==> config.mk <==
export PLATFORM = sky130hd
export DESIGN_NAME = mclk_switch_ctrl
export DESIGN_NICKNAME = d
export VERILOG_FILES = /design/src/rtl/mcs_pkg.sv /design/src/rtl/mcs_sync.sv /design/src/rtl/mcs_req_filter.sv /design/src/rtl/mcs_fsm.sv /design/src/rtl/mclk_switch_ctrl.sv
export SDC_FILE = /design/constraint.sdc
export NUM_CORES = 1
export LEC_CHECK = 0
export ABC_AREA = 1
export BUFFER_PORTS_ARGS = -buffer_cell sky130_fd_sc_hd__buf_2
export CAP_MARGIN = 20
export CORE_UTILIZATION = 43
export CTS_CLUSTER_DIAMETER = 40
export DETAILED_ROUTE_END_ITERATION = 16
export PLACE_DENSITY = 0.83
export SLEW_MARGIN = 15
export SYNTH_ARGS = -nofsm -noshare
export SYNTH_HDL_FRONTEND = slang
export SYNTH_SLANG_ARGS = --single-unit
==> constraint.sdc <==
create_clock -name clk -period 1.5 [get_ports clk]
set_clock_uncertainty 0.2 [all_clocks]
set_input_delay 0.375 -clock clk [delete_from_list [all_inputs] [get_ports clk]]
set_output_delay 0.375 -clock clk [all_outputs]
set_load 0.02 [all_outputs]
==> src/rtl/mcs_pkg.sv <==
package mcs_pkg;
  localparam int N_SRC  = 3;
  localparam int CODE_W = 8;
  localparam int IDX_W  = 2;

  typedef logic [CODE_W-1:0] code_t;
  typedef logic [IDX_W-1:0]  idx_t;

  localparam code_t CODE_HSI = 8'hE1;
  localparam code_t CODE_LSI = 8'hD2;
  localparam code_t CODE_HSE = 8'hB4;

  localparam idx_t IDX_HSI = 2'd0;
  localparam idx_t IDX_LSI = 2'd1;
  localparam idx_t IDX_HSE = 2'd2;

  function automatic logic code_valid(code_t c);
    return (c == CODE_HSI) || (c == CODE_LSI) || (c == CODE_HSE);
  endfunction

  function automatic idx_t code_to_idx(code_t c);
    case (c)
      CODE_LSI: return IDX_LSI;
      CODE_HSE: return IDX_HSE;
      default:  return IDX_HSI;
    endcase
  endfunction

  function automatic code_t idx_to_code(idx_t i);
    case (i)
      IDX_LSI: return CODE_LSI;
      IDX_HSE: return CODE_HSE;
      default: return CODE_HSI;
    endcase
  endfunction
endpackage

==> src/rtl/mcs_sync.sv <==
module mcs_sync #(
  parameter int WIDTH  = 3,
  parameter int STAGES = 2
) (
  input  logic             clk,
  input  logic             rst_n,
  input  logic [WIDTH-1:0] d_async,
  output logic [WIDTH-1:0] q_sync
);
  logic [WIDTH-1:0] stg [STAGES];

  generate
    for (genvar s = 0; s < STAGES; s++) begin : g_stage
      always_ff @(posedge clk or negedge rst_n) begin
        if (!rst_n) stg[s] <= '0;
        else if (s == 0) stg[s] <= d_async;
        else stg[s] <= stg[(s == 0) ? 0 : s - 1];
      end
    end
  endgenerate

  assign q_sync = stg[STAGES-1];
endmodule

==> src/rtl/mcs_req_filter.sv <==
module mcs_req_filter
  import mcs_pkg::*;
(
  input  logic  tgt_we,
  input  code_t tgt_code,
  input  logic  busy,
  input  idx_t  stat_idx,
  input  logic  lsi_allow,
  output logic  accept_evt,
  output logic  same_evt
);
  logic usable;

  always_comb begin
    usable     = tgt_we && !busy && code_valid(tgt_code) &&
                 !((tgt_code == CODE_LSI) && !lsi_allow);
    same_evt   = usable && (code_to_idx(tgt_code) == stat_idx);
    accept_evt = usable && (code_to_idx(tgt_code) != stat_idx);
  end
endmodule

==> src/rtl/mcs_fsm.sv <==
module mcs_fsm
  import mcs_pkg::*;
#(
  parameter int             DIV_W     = 2,
  parameter logic [DIV_W-1:0] RESET_DIV = 2'd3
) (
  input  logic             clk,
  input  logic             rst_n,
  input  logic             en_wr,
  input  logic             en_wdata,
  input  logic             accept_evt,
  input  logic             same_evt,
  input  code_t            tgt_code,
  input  logic [N_SRC-1:0] rdy_s,
  output logic             busy,
  output logic             sw_en,
  output idx_t             tgt_idx,
  output idx_t             stat_idx,
  output logic [N_SRC-1:0] en_q,
  output logic [DIV_W-1:0] div_q,
  output logic             release_q,
  output logic             commit_evt
);
  assign commit_evt = busy && sw_en && rdy_s[tgt_idx];

  always_ff @(posedge clk or negedge rst_n) begin
    if (!rst_n) begin
      busy      <= 1'b0;
      sw_en     <= 1'b0;
      tgt_idx   <= IDX_HSI;
      stat_idx  <= IDX_HSI;
      en_q      <= N_SRC'(1) << IDX_HSI;
      div_q     <= RESET_DIV;
      release_q <= 1'b0;
    end else begin
      if (rdy_s[stat_idx]) release_q <= 1'b1;

      if (commit_evt || same_evt) sw_en <= 1'b0;
      else if (en_wr)             sw_en <= en_wdata;

      if (accept_evt) begin
        busy              <= 1'b1;
        tgt_idx           <= code_to_idx(tgt_code);
        en_q[code_to_idx(tgt_code)] <= 1'b1;
      end else if (commit_evt) begin
        busy           <= 1'b0;
        stat_idx       <= tgt_idx;
        en_q[stat_idx] <= 1'b0;
        div_q          <= '0;
      end
    end
  end
endmodule

==> src/rtl/mclk_switch_ctrl.sv <==
module mclk_switch_ctrl
  import mcs_pkg::*;
#(
  parameter int SYNC_STAGES = 2,
  parameter int DIV_W       = 2,
  parameter int RESET_DIV   = 3
) (
  input  logic             clk,
  input  logic             rst_n,
  input  logic             en_wr,
  input  logic             en_wdata,
  input  logic             tgt_we,
  input  logic [7:0]       tgt_code,
  input  logic             lsi_allow,
  input  logic [2:0]       osc_rdy_async,
  input  logic [2:0]       osc_keep,
  output logic             sw_en,
  output logic             busy,
  output logic [7:0]       status_code,
  output logic [2:0]       osc_en,
  output logic [1:0]       mclk_sel,
  output logic [DIV_W-1:0] mclk_div,
  output logic             mclk_release
);
  logic [N_SRC-1:0] rdy_s;
  logic [N_SRC-1:0] en_q;
  logic             accept_evt;
  logic             same_evt;
  logic             commit_evt;
  idx_t             tgt_idx;
  idx_t             stat_idx;

  mcs_sync #(.WIDTH(N_SRC), .STAGES(SYNC_STAGES)) u_sync (
    .clk     (clk),
    .rst_n   (rst_n),
    .d_async (osc_rdy_async),
    .q_sync  (rdy_s)
  );

  mcs_req_filter u_filt (
    .tgt_we     (tgt_we),
    .tgt_code   (tgt_code),
    .busy       (busy),
    .stat_idx   (stat_idx),
    .lsi_allow  (lsi_allow),
    .accept_evt (accept_evt),
    .same_evt   (same_evt)
  );

  mcs_fsm #(.DIV_W(DIV_W), .RESET_DIV(DIV_W'(RESET_DIV))) u_fsm (
    .clk        (clk),
    .rst_n      (rst_n),
    .en_wr      (en_wr),
    .en_wdata   (en_wdata),
    .accept_evt (accept_evt),
    .same_evt   (same_evt),
    .tgt_code   (tgt_code),
    .rdy_s      (rdy_s),
    .busy       (busy),
    .sw_en      (sw_en),
    .tgt_idx    (tgt_idx),
    .stat_idx   (stat_idx),
    .en_q       (en_q),
    .div_q      (mclk_div),
    .release_q  (mclk_release),
    .commit_evt (commit_evt)
  );

  assign osc_en      = en_q | osc_keep;
  assign status_code = idx_to_code(stat_idx);
  assign mclk_sel    = stat_idx;
endmodule

# Yosys cells after proc, flatten, opt, wreduce, memory -nomap -nowiden
# Cells that the tools add are included.
# classes
eq_ne,7
n_lt_le_gt_ge,5
reduce_logical,19
bitwise,5
n_mux,17
# ops
operator,n
"8-bit equality test, second input constant",3
7-bit case mux with 2 select lines,1
1-bit logical AND,10
"2-bit by 3-bit less-than comparator with 1-bit output, second input constant",3
1-bit two-way mux,8
3-bit two-way mux,2
3-bit bitwise OR,2
1-bit binary-select mux with 2-bit select,2
1-bit demux with 2-bit select,2
"2-bit by 1-bit >= comparator with 1-bit output, second input constant",2
2-bit case mux with 2 select lines,1
2-bit nonzero test,2
3-bit AND,1
1-bit logical NOT,3
1-bit logical OR,3
3-bit inverter,1
"2-bit by 1-bit equality test with 1-bit output, second input constant",1
2-bit equality test,1
"2-bit equality test, second input constant",1
2-bit two-way mux,1
2-bit != test,1
2-bit AND reduction,1
1-bit inverter,1
# word_totals
output_inout_bits,18
reg_bits,18
input_bits,20

# Logic depth before layout (Yosys ltp)
# Gate-level depths: netlist of run 1.
# logic_depth
ltp_word,13
ltp_mapped,13

# Modules after synthesis
# A second synthesis of run 1 with hierarchy kept.
# hier_totals
hier_cells,170
area_unflattened_um2,1147.4
# by_module_without_submodules
mod,area_each_um2,n_inst,cells_per_inst,seq_area_each_um2
mcs_fsm,605.6,1,80,277.8
mcs_req_filter,244.0,1,59,0.0
mcs_sync,172.7,1,9,150.1
mclk_switch_ctrl,125.1,1,22,0.0

# Worst setup path before layout of run 1
# No wires, ideal clock.
# synth_timing
kind,flip-flop to output port
from,register u_fsm.stat_idx[0]
to,output port status_code[0]
setup_slack_ps,-333
n_path_buf,0
arrival_time_ps,1258
stages_incl_launch_ff,4
path_cell_list,dfrtp_1 inv_1 ha_1 inv_1
# synth_via
elab_chain_len,2
elab_cells_between_ends,3
# synth_rtl
item,line,source
from (decl),mcs_fsm.sv:18,"output idx_t stat_idx,"
from (signal assigned),mcs_fsm.sv:47,stat_idx <= tgt_idx;
2-bit equality test / 2-bit by 1-bit equality test with 1-bit output (equally long branches),mcs_pkg.sv:30,case (i)
7-bit case mux with 2 select lines *,mcs_pkg.sv:30,
to (decl),mclk_switch_ctrl.sv:19,"output logic [7:0] status_code,"
# Mark *: on every way between the ends. The rest lies on a longest branch, timed or not.

# Final worst setup path of run 1
# Same ends and word-level chain as after synthesis.

==> results of run 1 <==
[through the flow]
step | setup WS [ps] | setup TNS [ps] | hold WS, ps | area (µm²) | cells
global placement | -271.5 | -1426 | 103.5 | 1343 | 193
finish | -297.3 | -2719 | 162.4 | 1622 | 209
floorplan | -60.50 | -103.1 | -120.6 | 1096 | 125
detailed placement | -332.9 | -1726 | 118.7 | 1343 | 193
CTS | -293.4 | -2543 | 168.4 | 1540 | 206
global route | -332.6 | -3606 | 171.6 | 1622 | 209
[what timing repair did]
action                                  4_1_cts  5_1_grt
pin swaps                                     5        5
endpoints found under the setup margin       15       23
resized for setup                            32       18
hold endpoints to repair                     18        0
hold buffers                                  4        0
gates cloned                                  0        1
setup buffers                                 5        2
[power by group through the flow]
stage	combinational (mW)	clock (mW)	sequential [mW]
floorplan	0.119	0	0.540
global placement	0.206	0	0.526
detailed placement	0.213	0	0.530
CTS	0.245	0.252	0.522
global route	0.290	0.274	0.530
finish	0.269	0.249	0.526
[cell usage after synthesis]
master	count
nand2_1	29
inv_1	16
dfrtp_1	15
nand3_1	10
nor2_1	8
o21ai_1	7
nand2_2	6
ha_1	5
buf_4	3
nor2_2	3
nor2_4	3
or2_2	3
conb_1	2
dfstp_2	2
inv_2	2
nand2_4	2
o21ai_0	2
a311o_1	1
a31oi_1	1
buf_2	1
buf_6	1
mux2_1	1
nand3b_1	1
nor2_8	1
[logic make-up (layout without fill, tap and decap cells)]
logic type | count (synthesis) | in the layout | share of synthesized area
AO/OA/AOI/OAI | 11 | 11 | 0.05983
buffers and inverters | 23 | 79 | 0.1038
AND/OR/NAND/NOR | 66 | 66 | 0.3394
flip-flops | 17 | 17 | 0.4176
multiplexers | 1 | 1 | 0.01099
adder cells (fa/ha/maj) | 5 | 5 | 0.06105
other | 2 | 2 | 0.007329
[final cells by class]
cell class / count / area [µm²]
inverter: 18 / 101.3
clock buffer: 3 / 22.52
tap: 28 / 35.03
sequential: 17 / 430.4
multi-input combinational: 85 / 591.8
timing repair buffer: 57 / 435.4
clock inverter: 1 / 5.005
fill: 177 / 611.8
[metal layers]
metal | track usage | up-vias | wire (µm)
met2 | 0.4089 | 40 | 1427
met1 | 0.2325 | 475 | 1016
met5 | 0 | - | 0
met4 | 0.02778 | 0 | 19
met3 | 0.05952 | 2 | 173
li1 | - | 492 | -
[worst paths after layout]
| kind | from | endpoint | slack, ps | cells after the start |
|---|---|---|---|---|
| worst min-delay path | u_sync.stg[5]$_DFF_PN0_ | u_sync.q_sync[2]$_DFF_PN0_ | 160 | 0 |
| worst min register to register | u_sync.stg[5]$_DFF_PN0_ | u_sync.q_sync[2]$_DFF_PN0_ | 160 | 0 |
| worst max-delay path | u_fsm.stat_idx[0]$_DFFE_PN0P_ | status_code[0] | -300 | 4 |
| min in group asynchronous | rst_n | u_fsm.tgt_idx[1]$_DFFE_PN0N_ | 320 | 2 |
| max in group asynchronous | rst_n | u_fsm.div_q[0]$_DFFE_PN1P_ | 460 | 2 |
| worst max register to register | u_fsm.stat_idx[0]$_DFFE_PN0P_ | u_fsm.en_q[1]$_DFFE_PN0P_ | -140 | 11 |
[critical path, cell delays in order, from the launching register on]
cell and delay (ps):
dfrtp_2 450, inv_4 70, ha_4 270, inv_2 30, buf_6 110
[state kept, by name, indices dropped and copies added (netlist names)]
register and cells:
u_sync.q_sync 3, u_fsm.sw_en 1, u_sync.stg 3, u_fsm.tgt_idx 2
u_fsm.release_q 1, u_fsm.busy 1, u_fsm.div_q 1, u_fsm.en_q 3
u_fsm.stat_idx 2
==> flow_summary.yaml, run 1 <==
critical_path:
  crit_type: "register to output pin"
  crit_required_ps: 920
  crit_path_max_fanout: 5
  crit_arrival_ps: 1220
  cp-end-kind: "output pin"
  start_kind: "register"
floorplan:
  core_area_um2: 2233
  rows: 17
  die_w_um: 50.82
  start_util: 0.4588
  die_y_um: 50.82
  io_pins: 38
  die-area_um2: 2582
clocking:
  cts_tree: "yes"
  cts_sinks: 17
  cts_buffer_depth: 2
  cts_made_buffers: 3
  insertion_delay_ps: 290
  cts.reportedPaths.clkPinSlew_ps: 100
  clockRootBuffer: "clkbuf_4"
  htreeDepth: 1
routing:
  drt-initial-drc-count: 10
  detail-route-antenna-nets: 0
  drt-total-wl_mm: 2.636
  routed_via_density: 4.828
  drc: 0
  num_vias: 1009
  drt_first_pass_iters: 4
  wl_per_cell_um: 12.61
place:
  io_buffers: 35
  gp_congestion: 0.8794
  hpwl_mm: 1.795
pwr:
  p_switching_mw: 0.3228
  intPower_mw: 0.7214
  p_leak_nw: 0.8293
  total_power_mw: 1.044
  pwr_density_cell_nw_per_um2: 644.0
  vdd_ir_drop_max_uv: 613.8
  clkPwrFrac: 0.239
  combinationalPowerShare: 0.258
  power_frac_seq: 0.504
  switching_share: 0.3091
logic_synthesis:
  synth_area_leaders: "dfrtp_1 (37%), nand2_1 (11%), ha_1 (6.1%), inv_1 (5.9%), dfstp_2 (5.1%)"
  syn_area_per_cell_um2: 8.198
  synth_area_um2: 1025
  yosysTopAreaCell: "dfrtp_1"
  synthesis.instances: 125
  netlist.area_leader.share: 0.3663
  synth_fp_nets: 150
  ys_ff_latch: 17
  yosysWarnings: 0
  synth_seq_area_share: 0.4176
  synth_cell_types: 24
timing:
  setup_slack_ps: -297.3
  max_freq_ghz: 0.5564
  finalSetupViolations: 18
  slew_violations: 0
  period_minus_slack_ps: 1797
  hold_violations: 0
  grt_setup_unrepaired: "true"
  post-route-period-util: 1.198
grt:
  grt_pass1_vias: 974
  grt.overflow.total: 0
  grt_pass1_wl_mm: 4.071
  track_usage: 0.2117
  grt_start_max_net_pins: 18
  antenna_found_initial: 0
layout:
  final_common_cell: "buf_2"
  area_growth_pct: 58.24
  finalCoreUtilization: 0.7261
  final_cell_mix: "buf_2 (22), nand2_1 (21), buf_4 (17)"
  drive_gt1_frac: 0.5856
  layout.nets: 207
  antennaDiodeCount: 0
status:
  status: "complete, but fails checks"
  violations: "setup timing"
job:
  maxCapViolations: 0
hold_path:
  hp-class: "register to register"
No activity file was read; power rests on OpenSTA's default activity.
==> run 2, diff against run 1 <==
BUFFER_PORTS_ARGS = not set   (was -buffer_cell sky130_fd_sc_hd__buf_2)
CORE_UTILIZATION = 50   (was 43)
DONT_BUFFER_PORTS = 1   (was not set)
PLACE_DENSITY = 0.77   (was 0.83)
==> run 2 against run 1 <==
  * The run still ends with setup timing left
  * Global-route usage is 1.6 points higher
  * Via count is 9.2% lower
  * Worst hold slack hardly changed
  * Core utilization is 0.78 points higher
  * Clock power hardly changed
  * Total power is 4.3% lower
  * Non-clock buffer count is 28 lower
  * Sequential share of layout area is 3.7 points higher
  * Fmax is 2.5% higher
  * Critical endpoint unchanged
==> flow_summary.yaml, run 2 (synthesized netlist as in run 1, its figures left out) <==
layout:
  layout.nets: 180
  final_cell_mix: "nand2_1 (24), buf_4 (20), dfrtp_1 (13)"
  area_growth_pct: 39.07
  drive_gt1_frac: 0.4870
  instances_no_fill: 181
  antennaDiodeCount: 0
  finalCoreUtilization: 0.7339
  final_cell_area_um2: 1425
  final_common_cell: "nand2_1"
  n_fill_cell: 140
routing:
  wl_met3_um: 130
  wl_per_cell_um: 13.91
  drc: 0
  num_vias: 916
  drt-met1-wl_um: 963
  drt-total-wl_mm: 2.517
  top_layer_used: "met4"
  routed_via_density: 5.061
  met2WireLength_mm: 1.386
  drt-initial-drc-count: 27
  drt_first_pass_iters: 4
  detail-route-antenna-nets: 0
grt:
  grt_pass1_vias: 816
  grt.overflow.total: 0
  antenna_found_initial: 0
  grt_start_max_net_pins: 18
  grt_pass1_wl_mm: 3.505
  track_usage: 0.2280
status:
  status: "complete, but fails checks"
  violations: "setup timing"
floorplan:
  die_w_um: 47.27
  die-area_um2: 2234
  die_y_um: 47.27
  start_util: 0.5277
  io_pins: 38
  rows: 16
  core_area_um2: 1942
critical_path:
  crit_type: "register to output pin"
  cp-end-kind: "output pin"
  rrSetupSlack_ps: -140
  reg2reg_to: "u_fsm.en_q[1]$_DFFE_PN0P_"
  rr_worst_depth: 9
  crit_arrival_ps: 1180
  start_kind: "register"
  reg2reg_from: "u_fsm.stat_idx[0]$_DFFE_PN0P_"
  crit_required_ps: 920
  crit_path_max_fanout: 5
timing:
  hold_violations: 0
  slew_violations: 0
  post-route-period-util: 1.169
  relSlewSlack: 0.4999
  period_minus_slack_ps: 1753
  tightest_slew_ps: 747.7
  grt_setup_unrepaired: "true"
  finalSetupViolations: 15
  max_freq_ghz: 0.5704
  setup_slack_ps: -253.1
pwr:
  combinationalPowerShare: 0.220
  p_leak_nw: 0.7327
  clkPwrFrac: 0.251
  intPower_mw: 0.6997
  total_power_mw: 0.9993
  pwr_density_cell_nw_per_um2: 701.2
  p_switching_mw: 0.2996
  switching_share: 0.2998
  power_frac_seq: 0.529
  vdd_ir_drop_max_uv: 596.2
clocking:
  insertion_delay_ps: 290
  cts_sinks: 17
  cts_buffer_depth: 2
  cts_tree: "yes"
  cts_made_buffers: 3
  clockRootBuffer: "clkbuf_4"
  cts.reportedPaths.clkPinSlew_ps: 100
  htreeDepth: 1
job:
  maxCapViolations: 0
place:
  gp_congestion: 0.7992
  dp_cells: 162
  io_buffers: 0
  place_area_um2: 1204
  hpwl_mm: 1.612
hold_path:
  hp-start: "u_sync.stg[5]$_DFF_PN0_"
  hold_end: "u_sync.q_sync[2]$_DFF_PN0_"
  hp-class: "register to register"
  whs_path_depth: 0
[run 2: cell types whose count changed in the layout (fill, tap and decap cells not counted), moves of 2 or more]
cell	change
nand2_1	+3
ha_2	-2
nand2_2	-2
buf_4	+3
nand3_2	-3
buf_2	-22
inv_1	-2
nand3_1	+3
buf_6	-9
inv_4	+3
[run 2: power groups by stage]
stage	clock network, mW	registers (mW)	logic [mW]
after global routing	0.277	0.533	0.239
final	0.251	0.529	0.220
after CTS	0.259	0.528	0.195
after global placement	0	0.528	0.171
after floorplan	0	0.540	0.119
after detailed placement	0	0.531	0.175
[run 2: repair_timing]
action	4_1_cts	5_1_grt
hold buffers	4	0
endpoints found under the hold margin	20	0
setup endpoints to repair	19	21
gates cloned	0	1
pin swaps	2	3
resized for setup	17	9
setup buffers	5	6
[run 2: worst max path at each step]
stage	to	slack, ps	start
after global placement	u_fsm.en_q[2]$_DFFE_PN0P_	-80	tgt_code[6]
final	status_code[0]	-250	u_fsm.stat_idx[0]$_DFFE_PN0P_
after global routing	status_code[0]	-310	u_fsm.stat_idx[0]$_DFFE_PN0P_
after floorplan	u_fsm.en_q[1]$_DFFE_PN0P_	-60	tgt_code[1]
after detailed placement	u_fsm.en_q[1]$_DFFE_PN0P_	-170	tgt_code[6]
after CTS	status_code[0]	-260	u_fsm.stat_idx[0]$_DFFE_PN0P_
[run 2: metal layers]
metal  vias up  GRT usage
met5         -          0
met2        40     0.4055
met4         0    0.07429
met1       427     0.2745
li1        443          -
met3         6    0.04231
[run 2: stage by stage]
step	worst slack [ps]	TNS (ps)	hold slack (ps)
floorplan	-60.50	-103.1	-120.6
global placement	-80.91	-223.1	-120.3
detailed placement	-170.2	-542.6	-120.3
CTS	-263.0	-1832	164.4
global route	-305.8	-2803	174.0
finish	-253.1	-1926	162.5
[run 2: worst max-delay path: stages, from the launching register on]
cell and delay, ps:
dfrtp_2 440, inv_4 70, ha_4 310, inv_4 60
[run 2: final cells by class]
class | instances | area [µm²] | share of cell area
Sequential cell | 17 | 430.4 | 0.3020
Clock buffer | 3 | 22.52 | 0.01580
Multi-Input combinational cell | 86 | 578.1 | 0.4056
Timing Repair Buffer | 29 | 246.5 | 0.1730
Clock inverter | 1 | 5.005 | 0.003512
Tap cell | 27 | 33.78 | 0.02370
Inverter | 18 | 108.9 | 0.07638
==> run 3, diff against run 2 <==
ABC_AREA = not set   (was 1)
CORE_UTILIZATION = 46   (was 50)
PLACE_DENSITY = 0.72   (was 0.77)
SETUP_SLACK_MARGIN = 0.5   (was not set)
==> run 3 against run 2 <==
  * Highest routed layer unchanged
  * Worst setup slack got worse by 1.8 ps
  * The flow finishes with violations (hold timing, setup timing)
  * Fmax fell by 0.10%
  * Largest cell class unchanged
  * Total power rose by 68%
  * First-iteration DRC count fell by 81%
  * Largest power group is now combinational cells
  * Combinational power rose to 3.7 times the previous value
==> flow_summary.yaml, run 3 <==
timing:
  setup_slack_ps: -254.9
  slew_violations: 0
  period_minus_slack_ps: 1755
  post-route-period-util: 1.170
  hold_violations: 15
  grt_setup_unrepaired: "true"
  fin_tns_setup_ps: -2515
  max_freq_ghz: 0.5698
  tightest_slew_ps: 756.7
  relSlewSlack: 0.4947
  timing.hold.ws_ps: -72.18
  finalSetupViolations: 22
grt:
  grt_pass1_vias: 727
  track_usage: 0.2201
  grt_pass1_wl_mm: 3.249
  grt.overflow.total: 0
  antenna_found_initial: 0
  grt_start_max_net_pins: 18
logic_synthesis:
  ys_ff_latch: 17
  yosysMostFrequentCell: "dfrtp_1"
  syn_area_per_cell_um2: 11.29
  synth_common_cells: "dfrtp_1 (15), inv_1 (10), nand2_1 (8)"
  synth_area_leaders: "dfrtp_1 (41%), ha_1 (6.8%), nand4bb_4 (6.0%), dfstp_2 (5.7%), inv_1 (4.1%)"
  synth_edf_count: 0
  ys_async_sr_fraction: 1.000
  synth_cell_types: 29
  synth_fp_nets: 106
  synth_area_um2: 914.6
  synthesis.instances: 81
  synth_seq_area_share: 0.4679
  netlist.area_leader.share: 0.4104
  yosysWarnings: 0
  synth_ff_type: "dfrtp_1"
  yosysTopAreaCell: "dfrtp_1"
critical_path:
  crit_path_max_fanout: 4
  rr_worst_depth: 8
  cpPeakStageDelay_ps: 440
  crit_type: "register to output pin"
  crit_arrival_ps: 1180
  cp-end-kind: "output pin"
  cp_common_cell: "inv_4"
  crit_chain: "inv_4 > ha_4 > inv_4"
  start_kind: "register"
  rrSetupSlack_ps: -170
  crit_required_ps: 920
  reg2reg_from: "u_fsm.stat_idx[0]$_DFFE_PN0P_"
  critPathSlowestCell: "dfrtp_2"
  reg2reg_to: "u_fsm.release_q$_DFFE_PN0P_"
floorplan:
  die-area_um2: 2171
  core_area_um2: 1802
  io_pins: 38
  die_w_um: 46.59
  rows: 15
  die_y_um: 46.59
  start_util: 0.5076
routing:
  detail-route-antenna-nets: 0
  drt-initial-drc-count: 5
  drc: 0
  routed_via_density: 5.051
  drt_first_pass_iters: 2
  wl_per_cell_um: 15.80
  num_vias: 692
  drt-total-wl_mm: 2.165
status:
  violations: "hold timing, setup timing"
  status: "complete, but fails checks"
layout:
  ff_latch_area_um2: 434.2
  final_cell_mix: "buf_4 (13), buf_6 (12), dfrtp_1 (10)"
  layout.nets: 138
  n_fill_cell: 108
  finalCoreUtilization: 0.7819
  multi_input_area_um2: 568.0
  area_growth_pct: 54.04
  antennaDiodeCount: 0
  drive_gt1_frac: 0.6429
  final_common_cell: "buf_4"
clocking:
  cts_sinks: 17
  cts.reportedPaths.clkPinSlew_ps: 100
  clockRootBuffer: "clkbuf_4"
  htreeDepth: 1
  cts_buffer_depth: 2
  hold_buffers: 4
  cts_made_buffers: 3
  insertion_delay_ps: 290
  cts_tree: "yes"
job:
  maxCapViolations: 0
place:
  gp_congestion: 0.7968
  io_buffers: 0
  hpwl_mm: 1.337
pwr:
  vdd_ir_drop_max_uv: 1031
  total_power_mw: 1.676
  p_leak_nw: 0.6101
  pwr_density_cell_nw_per_um2: 1190
hold_path:
  hp-class: "input pin to asynchronous set/reset pin"
run 3: changes by cell type after synthesis, sizes merged, moves of 3 or more:
cell	change
nand3	-9
nand4bb	+3
nor2	-14
inv	-8
mux2i	+3
nand2	-29
run 3: logic make-up (layout without fill, tap and decap cells):
family / after synthesis / in the layout / share of synthesized area
other: 2 / 2 / 0.008211
adders and majority gates: 5 / 5 / 0.06840
AOI/OAI and AO/OA: 15 / 15 / 0.1149
DFF: 17 / 17 / 0.4679
xor gates and xnor gates: 2 / 2 / 0.01916
muxes: 6 / 6 / 0.07387
and+or+nand+nor: 21 / 21 / 0.1819
buffers and inverters: 13 / 44 / 0.06567
run 3: worst max-delay path by stage:
stage                                  startpoint                      endpoint  slack [ps]
finish              u_fsm.stat_idx[0]$_DFFE_PN0P_                status_code[0]        -250
global route        u_fsm.stat_idx[0]$_DFFE_PN0P_                status_code[0]        -290
CTS                 u_fsm.stat_idx[0]$_DFFE_PN0P_                status_code[0]        -250
detailed placement                    tgt_code[3]  u_fsm.tgt_idx[0]$_DFFE_PN0N_        -460
global placement                      tgt_code[3]  u_fsm.tgt_idx[0]$_DFFE_PN0N_        -440
floorplan                             tgt_code[3]  u_fsm.tgt_idx[0]$_DFFE_PN0N_        -480
run 3: worst max-delay path: cells and delay by family, from the launching register on:
family	cells	cell delay, ps
buffers and inverters	2	130
DFF	1	440
adders and majority gates	1	320
run 3: metrics by stage:
stage | instances | hold WS [ps] | area (µm²) | worst slack (ps)
floorplan | 81 | -120.6 | 1016 | -476.8
finish | 137 | -72.18 | 1409 | -254.9
detailed placement | 117 | -120.2 | 1126 | -459.1
global placement | 117 | -120.2 | 1126 | -439.6
global route | 137 | -27.49 | 1409 | -292.4
CTS | 134 | 162.4 | 1343 | -254.6
run 3: timing repair:
item                                    CTS  global route
endpoints found under the hold margin    20            15
endpoints found under the setup margin   27            44
pin swaps                                15             6
resized for setup                        18            13
buffers inserted                          9             3
run 3: area by class of cell:
| cell class | count | share of cell area |
|---|---|---|
| multi-input combinational | 51 | 0.4032 |
| sequential | 17 | 0.3082 |
| timing repair buffer | 30 | 0.2096 |
| inverter | 10 | 0.03552 |
| tap | 25 | 0.02220 |
| clock buffer | 3 | 0.01599 |
| clock inverter | 1 | 0.005329 |
run 3: per-layer routing:
| metal | wire [µm] | up-vias | global-route usage |
|---|---|---|---|
| met3 | 92 | 6 | 0.06667 |
| met4 | 61 | 0 | 0.09412 |
| met1 | 894 | 326 | 0.2637 |
| met2 | 1117 | 26 | 0.3611 |
| li1 | - | 334 | - |
| met5 | 0 | - | 0 |
run 3: power breakdown:
group / switching, mW / internal (mW)
sequential: 0.0641 / 0.542
combinational: 0.451 / 0.364
clock: 0.153 / 0.101
total: 0.668 / 1.01
